===== src/rtl/mw_eeprom_pkg.sv =====
package mw_eeprom_pkg;
  typedef enum logic [2:0] {
    OP_NONE, OP_READ, OP_WRITE, OP_ERASE, OP_ERAL, OP_WRAL, OP_EWEN, OP_EWDS
  } op_e;

  typedef enum logic [2:0] {
    ST_IDLE, ST_HDR, ST_READ, ST_DATA, ST_DONE
  } st_e;
endpackage


===== src/rtl/mw_pin_sync.sv =====
module mw_pin_sync #(
  parameter int N = 3
) (
  input  logic         clk_i,
  input  logic         rst_ni,
  input  logic [N-1:0] d_i,
  output logic [N-1:0] q_o
);
  logic [N-1:0] s1_q, s2_q;

  always_ff @(posedge clk_i or negedge rst_ni) begin
    if (!rst_ni) begin
      s1_q <= '0;
      s2_q <= '0;
    end else begin
      s1_q <= d_i;
      s2_q <= s1_q;
    end
  end

  assign q_o = s2_q;
endmodule


===== src/rtl/mw_prog_timer.sv =====
module mw_prog_timer #(
  parameter int CYCLES = 500000
) (
  input  logic clk_i,
  input  logic rst_ni,
  input  logic launch_i,
  output logic busy_o
);
  localparam int CW = $clog2(CYCLES + 1);
  logic [CW-1:0] cnt_q;

  always_ff @(posedge clk_i or negedge rst_ni) begin
    if (!rst_ni)           cnt_q <= '0;
    else if (launch_i)     cnt_q <= CW'(CYCLES);
    else if (cnt_q != '0)  cnt_q <= cnt_q - 1'b1;
  end

  assign busy_o = (cnt_q != '0);

  // programming reports busy right after launch
  a_r9_busy_after_launch: assert property (@(posedge clk_i) disable iff (!rst_ni)
    launch_i |=> busy_o);
endmodule


===== src/rtl/mw_word_array.sv =====
module mw_word_array #(
  parameter int WORDS = 128,
  parameter int WIDTH = 16,
  parameter int AW    = 7
) (
  input  logic             clk_i,
  input  logic             rst_ni,
  input  logic             we_one_i,
  input  logic             we_all_i,
  input  logic [AW-1:0]    waddr_i,
  input  logic [WIDTH-1:0] wdata_i,
  input  logic [AW-1:0]    raddr_i,
  output logic [WIDTH-1:0] rdata_o
);
  logic [WIDTH-1:0] mem_q [WORDS];

  for (genvar i = 0; i < WORDS; i++) begin : g_word
    logic hit;
    assign hit = we_all_i | (we_one_i & (waddr_i == AW'(i)));
    always_ff @(posedge clk_i or negedge rst_ni) begin
      if (!rst_ni)  mem_q[i] <= '1;
      else if (hit) mem_q[i] <= wdata_i;
    end
  end

  assign rdata_o = mem_q[raddr_i];
endmodule


===== src/rtl/mw_cmd_ctrl.sv =====
module mw_cmd_ctrl
  import mw_eeprom_pkg::*;
#(
  parameter int WIDTH = 16,
  parameter int AW    = 7
) (
  input  logic             clk_i,
  input  logic             rst_ni,
  input  logic             cs_i,
  input  logic             sk_i,
  input  logic             di_i,
  input  logic             busy_i,
  input  logic [WIDTH-1:0] rdata_i,
  output logic [AW-1:0]    raddr_o,
  output logic [AW-1:0]    waddr_o,
  output logic             launch_o,
  output logic             we_one_o,
  output logic             we_all_o,
  output logic [WIDTH-1:0] wdata_o,
  output logic             do_o,
  output logic             do_oe_o
);
  localparam int HW      = AW + 3;  // opcode(2) + address field(AW+1)
  localparam int CNT_MAX = (WIDTH > HW) ? WIDTH : HW;
  localparam int CW      = $clog2(CNT_MAX);

  logic cs_d, sk_d;
  logic sk_rise, cs_rise, cs_fall;
  st_e  state_q;
  op_e  op_q, op_dec;
  logic [CW-1:0]    cnt_q;
  logic [HW-2:0]    hdr_q;
  logic [HW-1:0]    hdr_full;
  logic [1:0]       opc, ctl;
  logic [AW-1:0]    hdr_addr, waddr_q, rd_addr_q;
  logic [WIDTH-1:0] data_q, rd_sh_q;
  logic             wen_q, armed_q, launch_q, status_q, dout_q;

  assign sk_rise  = cs_i & sk_i & ~sk_d;
  assign cs_rise  = cs_i & ~cs_d;
  assign cs_fall  = ~cs_i & cs_d;
  assign hdr_full = {hdr_q, di_i};
  assign opc      = hdr_full[HW-1:HW-2];
  assign ctl      = hdr_full[AW:AW-1];
  assign hdr_addr = hdr_full[AW-1:0];

  always_comb begin
    unique case (opc)
      2'b10:   op_dec = OP_READ;
      2'b01:   op_dec = OP_WRITE;
      2'b11:   op_dec = OP_ERASE;
      default: begin
        unique case (ctl)
          2'b11:   op_dec = OP_EWEN;
          2'b00:   op_dec = OP_EWDS;
          2'b10:   op_dec = OP_ERAL;
          default: op_dec = OP_WRAL;
        endcase
      end
    endcase
  end

  always_ff @(posedge clk_i or negedge rst_ni) begin
    if (!rst_ni) begin
      cs_d      <= 1'b0;
      sk_d      <= 1'b0;
      state_q   <= ST_IDLE;
      op_q      <= OP_NONE;
      cnt_q     <= '0;
      hdr_q     <= '0;
      waddr_q   <= '0;
      rd_addr_q <= '0;
      data_q    <= '0;
      rd_sh_q   <= '0;
      wen_q     <= 1'b0;
      armed_q   <= 1'b0;
      launch_q  <= 1'b0;
      status_q  <= 1'b0;
      dout_q    <= 1'b0;
    end else begin
      cs_d     <= cs_i;
      sk_d     <= sk_i;
      launch_q <= 1'b0;
      if (!cs_i) begin
        // select low: drop everything, commit a complete modifying instruction
        state_q  <= ST_IDLE;
        cnt_q    <= '0;
        status_q <= 1'b0;
        armed_q  <= 1'b0;
        if (cs_fall && armed_q && wen_q && !busy_i) launch_q <= 1'b1;
      end else begin
        if (cs_rise && busy_i) status_q <= 1'b1;
        if (sk_rise) begin
          unique case (state_q)
            ST_IDLE: if (di_i) begin
              if (busy_i) state_q <= ST_DONE;  // swallow the whole instruction
              else begin
                state_q  <= ST_HDR;
                status_q <= 1'b0;
                cnt_q    <= '0;
              end
            end
            ST_HDR: begin
              hdr_q <= hdr_full[HW-2:0];
              cnt_q <= cnt_q + 1'b1;
              if (cnt_q == CW'(HW - 1)) begin
                cnt_q   <= '0;
                op_q    <= op_dec;
                waddr_q <= hdr_addr;
                unique case (op_dec)
                  OP_READ: begin
                    state_q   <= ST_READ;
                    rd_addr_q <= hdr_addr;
                    dout_q    <= 1'b0;
                  end
                  OP_WRITE, OP_WRAL: state_q <= ST_DATA;
                  OP_ERASE, OP_ERAL: begin
                    state_q <= ST_DONE;
                    armed_q <= 1'b1;
                  end
                  OP_EWEN: begin
                    state_q <= ST_DONE;
                    wen_q   <= 1'b1;
                  end
                  default: begin
                    state_q <= ST_DONE;
                    wen_q   <= 1'b0;
                  end
                endcase
              end
            end
            ST_READ: begin
              dout_q  <= (cnt_q == '0) ? rdata_i[WIDTH-1] : rd_sh_q[WIDTH-1];
              rd_sh_q <= (cnt_q == '0) ? (rdata_i << 1) : (rd_sh_q << 1);
              if (cnt_q == CW'(WIDTH - 1)) begin
                cnt_q     <= '0;
                rd_addr_q <= rd_addr_q + 1'b1;
              end else begin
                cnt_q <= cnt_q + 1'b1;
              end
            end
            ST_DATA: begin
              data_q <= {data_q[WIDTH-2:0], di_i};
              cnt_q  <= cnt_q + 1'b1;
              if (cnt_q == CW'(WIDTH - 1)) begin
                state_q <= ST_DONE;
                armed_q <= 1'b1;
              end
            end
            default: ;
          endcase
        end
      end
    end
  end

  assign raddr_o  = rd_addr_q;
  assign waddr_o  = waddr_q;
  assign launch_o = launch_q;
  assign we_one_o = launch_q & ((op_q == OP_WRITE) | (op_q == OP_ERASE));
  assign we_all_o = launch_q & ((op_q == OP_ERAL) | (op_q == OP_WRAL));
  assign wdata_o  = ((op_q == OP_ERASE) | (op_q == OP_ERAL)) ? '1 : data_q;
  assign do_o     = status_q ? ~busy_i : dout_q;
  assign do_oe_o  = status_q | (state_q == ST_READ);

  // select low returns the decoder to idle
  a_r11_cs_low_idle: assert property (@(posedge clk_i) disable iff (!rst_ni)
    !cs_i |=> state_q == ST_IDLE);
  // no programming while locked
  a_r6_launch_unlocked: assert property (@(posedge clk_i) disable iff (!rst_ni)
    launch_q |-> wen_q);
  // dummy zero follows the read header
  a_r3_dummy_zero: assert property (@(posedge clk_i) disable iff (!rst_ni)
    (sk_rise && state_q == ST_HDR && cnt_q == CW'(HW - 1) && op_dec == OP_READ)
      |=> (state_q == ST_READ && !dout_q));
endmodule


===== src/rtl/mw_eeprom.sv =====
module mw_eeprom #(
  parameter int WORDS       = 128,
  parameter int WIDTH       = 16,
  parameter int PROG_CYCLES = 500000
) (
  input  logic clk_i,
  input  logic rst_ni,
  input  logic cs_i,
  input  logic sk_i,
  input  logic di_i,
  output logic do_o,
  output logic do_oe_o
);
  localparam int AW = $clog2(WORDS);

  logic [2:0]       pins_s;
  logic             busy, launch, we_one, we_all;
  logic [AW-1:0]    raddr, waddr;
  logic [WIDTH-1:0] rdata, wdata;

  mw_pin_sync #(.N(3)) u_sync (
    .clk_i (clk_i),
    .rst_ni(rst_ni),
    .d_i   ({cs_i, sk_i, di_i}),
    .q_o   (pins_s)
  );

  mw_cmd_ctrl #(.WIDTH(WIDTH), .AW(AW)) u_ctrl (
    .clk_i   (clk_i),
    .rst_ni  (rst_ni),
    .cs_i    (pins_s[2]),
    .sk_i    (pins_s[1]),
    .di_i    (pins_s[0]),
    .busy_i  (busy),
    .rdata_i (rdata),
    .raddr_o (raddr),
    .waddr_o (waddr),
    .launch_o(launch),
    .we_one_o(we_one),
    .we_all_o(we_all),
    .wdata_o (wdata),
    .do_o    (do_o),
    .do_oe_o (do_oe_o)
  );

  mw_word_array #(.WORDS(WORDS), .WIDTH(WIDTH), .AW(AW)) u_array (
    .clk_i   (clk_i),
    .rst_ni  (rst_ni),
    .we_one_i(we_one),
    .we_all_i(we_all),
    .waddr_i (waddr),
    .wdata_i (wdata),
    .raddr_i (raddr),
    .rdata_o (rdata)
  );

  mw_prog_timer #(.CYCLES(PROG_CYCLES)) u_timer (
    .clk_i   (clk_i),
    .rst_ni  (rst_ni),
    .launch_i(launch),
    .busy_o  (busy)
  );

  // output released once synchronized select is low
  a_r2_hiz_after_cs_low: assert property (@(posedge clk_i) disable iff (!rst_ni)
    !pins_s[2] |=> !do_oe_o);
  // a new programming cycle never overlaps a running one
  a_r10_launch_idle: assert property (@(posedge clk_i) disable iff (!rst_ni)
    launch |-> !busy);
endmodule


===== config.mk =====
export PLATFORM = sky130hd
export DESIGN_NAME = mw_eeprom
export DESIGN_NICKNAME = d
export VERILOG_FILES = /design/src/rtl/mw_eeprom_pkg.sv /design/src/rtl/mw_pin_sync.sv /design/src/rtl/mw_prog_timer.sv /design/src/rtl/mw_word_array.sv /design/src/rtl/mw_cmd_ctrl.sv /design/src/rtl/mw_eeprom.sv
export SDC_FILE = /design/constraint.sdc
export NUM_CORES = 2
export LEC_CHECK = 0
export BUFFER_PORTS_ARGS = -buffer_cell sky130_fd_sc_hd__buf_2
export CAP_MARGIN = 20
export CORE_UTILIZATION = 23
export CTS_BUF_LIST = sky130_fd_sc_hd__clkbuf_8 sky130_fd_sc_hd__clkbuf_16
export CTS_CLUSTER_SIZE = 30
export DETAILED_ROUTE_END_ITERATION = 7
export HOLD_SLACK_MARGIN = 0.05
export PLACE_DENSITY = 0.38
export SLEW_MARGIN = 20
export SYNTH_ARGS = -nofsm -noshare
export SYNTH_HDL_FRONTEND = slang
export SYNTH_SLANG_ARGS = --single-unit

===== constraint.sdc =====
create_clock -name clk_i -period 7.6 [get_ports clk_i]
set_clock_uncertainty 0.15 [all_clocks]
set_input_delay 0.38 -clock clk_i [delete_from_list [all_inputs] [get_ports clk_i]]
set_output_delay 0.38 -clock clk_i [all_outputs]
set_load 0.02 [all_outputs]

==> results <==
- The run finished with clean final reports.
- In this run the number of H-tree levels came out at 5.
- The average detailed-routed wire length per instance is 24.73 µm.
- Buffers inserted during clock tree synthesis total 268.
- The initial antenna violation count was 14.
- The clock sink total is 2144.
- The startpoint-to-endpoint class of the critical path is flip-flop to flip-flop.
- In this run the cell area of the synthesized design comes to 0.09653 mm².
- The unique cell type count in the Yosys netlist is 74.
- The worst register-to-register path begins at u_ctrl.raddr_o[0].
- The final cell count without fillers is 14118.
- In this run the tightest slew margin relative to its limit is 0.1245.
- The detailed-routing iteration count for the pre-antenna-repair pass is 6.
- The register-to-register path setup slack is 2.79 ns.
- STA classifies the critical path startpoint as a flip-flop.
- The startpoint identified for the worst hold timing path is u_sync.s1_q[0].
- The min-delay analysis places its worst path in the category flip-flop to flip-flop.
- In this run the horizontal extent of the chip is 649.8 µm.
- VDD sags by at most 160.2 µV.
- Measured along the y axis, the die boundary spans 649.8 µm.
- The final design utilization is 0.2679.
- CTS placed an instance of clkbuf_16 at the clock tree root.
- In this run the worst path has a maximum fanout of 69.
- The number of fill cells in the layout is 43042.
- In this run, synthesis produced a sequential element count of 2144.
- The final critical-path share of the clock period is 0.6329.
- For this run the aggregate overflow at the end of global routing stands at 0.
- After detailed placement, the total cell area comes to 0.1029 mm².
- The routed wire length is 349200 µm.
- The global-route usage over all layers is 0.1623.
- Dividing the synthesized area by the synthesized cell count gives 11.08 µm².
- The final-layout setup total negative slack is 0 ns.
- The floorplan die area is 0.4223 mm².
- The data arrival time of the critical path is 5.44 ns.
- The net count reported at finish is 8440.
- The fraction of final layout cells with drive strength greater than 1 is 0.3962.
- The number of global-route vias before repair was 66382.
- The worst endpoint required time is 8.23 ns.
- Across all layers, the routed design uses 66438 vias.
- The global placement routability congestion is 0.8349.
- The share of the Yosys chip area taken by registers is 0.5824.
- In this run the remaining antenna-violating nets after routing total 0.
- Including well taps, the total number of placed cells is 13637.
- The final hold violation count is 0.
- The leakage power figure is 41.15 nW.
- For the pin with the worst max-slew slack, the measured transition is 1.302 ns.
- STA classifies the critical path endpoint as a flip-flop.
- Entering global routing, the biggest net connects 183 pins.
- Once the clock tree was built, the resizer swapped 0 gates to a different size.
- The placeable core area is 0.4172 mm².
- Yosys attributes the largest share of cell area to dfstp_2 (56%), mux4_2 (11%), a21oi_1 (11%).
- The synthesized netlist cell count is 8713.
- The half-perimeter wire length after placement is 213200 µm.
- The remaining routing DRC violations is 0.
- The number of max-cap violations is 0.
- The placement row count is 237.
- The design area is 0.1118 mm².
- The top cell types in the final layout, fill and taps aside, are a21oi_1 (2121), nor2_1 (2081), dfstp_2 (2048), mux4_2 (486), clkbuf_16 (274).
- The routed design could run at a clock period as short as 4.810 ns.
- The insertion delay to the later sink of the worst-skew pair is 0.90 ns.
- 7 I/O pins were placed.
- Setup violations remaining at the end of the flow were counted as 0.
- The number of max-slew violations in the final report is 0.
- In this run the power density over the cells is 219.6 mW/mm².
- The maximum buffer depth of the clock tree is 4.
- The upper clock frequency limit is 207.9 MHz.
- The dominant register cell in the synthesized netlist is dfstp_2.
- The ratio of routed vias to standard cells is 4.706.
- The count of input and output buffers is 6.
- The largest area contributor in the netlist is dfstp_2.
- The post-synth net total is 8731.
- After clock tree synthesis, the clock-pin slew on the worst setup and hold paths is 0.06 ns.
- The source of the critical timing path is u_ctrl.raddr_o[0].
- Setup repair after global routing left no endpoint under its margin.
- The share of synthesized area in the top cell type comes to 0.5575.
- The proportion of synthesized flip-flops having asynchronous set or reset is 1.000.
- The leading cell type in the layout, fill and taps excluded is a21oi_1.
- The CTS tree is done.
- On the final layout, the worst hold slack is 0.1980 ns.
- The wire length of the first global-routing pass is 504400 µm.
- The number of enable-type register cells in the synthesized netlist is 0.
- The initial core utilization is 0.2314.
- The DRC violation total after the first TritonRoute iteration is 5168.
- The number of warnings reported in the yosys synthesis log is 0.
- The layout overhead on the synthesized area is 15.78%.
## power by group
group	total (mW)	internal, mW	switching (mW)	leakage, nW
registers	11.5	11.5	0.0221	22.4
logic	0.310	0.0430	0.267	14.2
clock network	12.7	7.55	5.18	4.55
total	24.5	19.1	5.46	41.1
## worst paths after layout
path	end	cells after the start
max in group asynchronous	u_ctrl.data_q[13]	5
worst min-delay path	u_sync.q_o[0]	0
min in group asynchronous	u_array.mem_q[1651]	3
worst max-delay path	u_ctrl.rd_sh_q[5]	8
worst max register to register	u_ctrl.rd_sh_q[5]	8
worst min register to register	u_sync.q_o[0]	0
## state kept, by name, summed over array words and instances, names as in the netlist, 4 cells and up
signal          flops
u_ctrl.raddr_o      7
u_ctrl.data_q      16
u_array.mem_q    2048
u_ctrl.cnt_q        4
u_ctrl.hdr_q        9
u_ctrl.rd_sh_q     15
u_ctrl.waddr_o      7
u_timer.cnt_q      19
## cell families after synthesis
group,share of synthesized area
buf+inv,0.03863
compound gates,0.1377
flops,0.5824
mux,0.1405
xor+xnor,0.001089
simple gates,0.09807
fa+ha+maj,0.001685
## layer usage
layer / vias to the layer above / share of wire / wire (µm) / global-route usage
met5: - / 0.000092 / 32 / 0
met4: 6 / 0.030 / 10620 / 0.04904
met3: 448 / 0.044 / 15430 / 0.02119
met2: 1533 / 0.47 / 163200 / 0.2609
met1: 34469 / 0.46 / 159900 / 0.2270
li1: 29982 / - / - / -
## critical path: stages, from the launching register on
cell and delay (ns):
dfrtp_4 0.97, buf_12 0.51, buf_4 0.54, mux4_2 0.57, mux4_2 0.54, and2_1 0.20
o31ai_1 0.68, a31oi_1 0.22, o31a_1 0.16
## cell type report
cell class,instances,area (µm²),share of cell area
Multi-Input combinational cell,5698,37350,0.3342
Timing Repair Buffer,272,2440,0.02183
Clock buffer,325,7559,0.06763
Inverter,38,152.6,0.001366
Antenna cell,4,10.01,0.00008957
Tap cell,5497,6878,0.06154
Sequential cell,2144,56230,0.5032
Clock inverter,140,1139,0.01019
## what timing repair did
item	4_1_cts	5_1_grt
buffers inserted	0	0
hold buffers	9	0
hold endpoints to repair	57	0
## synth_stat cells (7+ instances only)
| cell type | count |
|---|---|
| nand3b_1 | 8 |
| dfrtp_1 | 96 |
| a22oi_1 | 25 |
| mux2_2 | 40 |
| mux4_2 | 486 |
| ha_1 | 13 |
| nand2_1 | 120 |
| o211ai_1 | 8 |
| buf_1 | 17 |
| o21ai_0 | 59 |
| o2111ai_1 | 8 |
| clkbuf_1 | 689 |
| nand2b_1 | 11 |
| mux2i_1 | 216 |
| and2_1 | 13 |
| dfstp_2 | 2048 |
| a21boi_0 | 7 |
| nor2b_1 | 13 |
| o221ai_1 | 30 |
| buf_2 | 68 |
| buf_4 | 28 |
| o22ai_1 | 32 |
| inv_1 | 36 |
| a21oi_1 | 2122 |
| nor4_1 | 7 |
| nand4_1 | 14 |
| nor2_1 | 2099 |
| nand3_1 | 43 |
| a31oi_1 | 12 |
| xor2_1 | 7 |
| a211oi_1 | 15 |
| o31ai_1 | 9 |
| o21ai_1 | 128 |
| nor3_1 | 35 |
| a221oi_1 | 19 |
| buf_6 | 24 |
## metrics by stage
stage / total power, mW / setup WS, ns
after floorplan: 11.69 / 4.819
after global placement: 11.98 / 2.747
after detailed placement: 11.98 / 2.757
after CTS: 24.98 / 2.760
after global routing: 25.42 / 2.675
final: 24.54 / 2.790
Power figures use the tool's default switching activity.
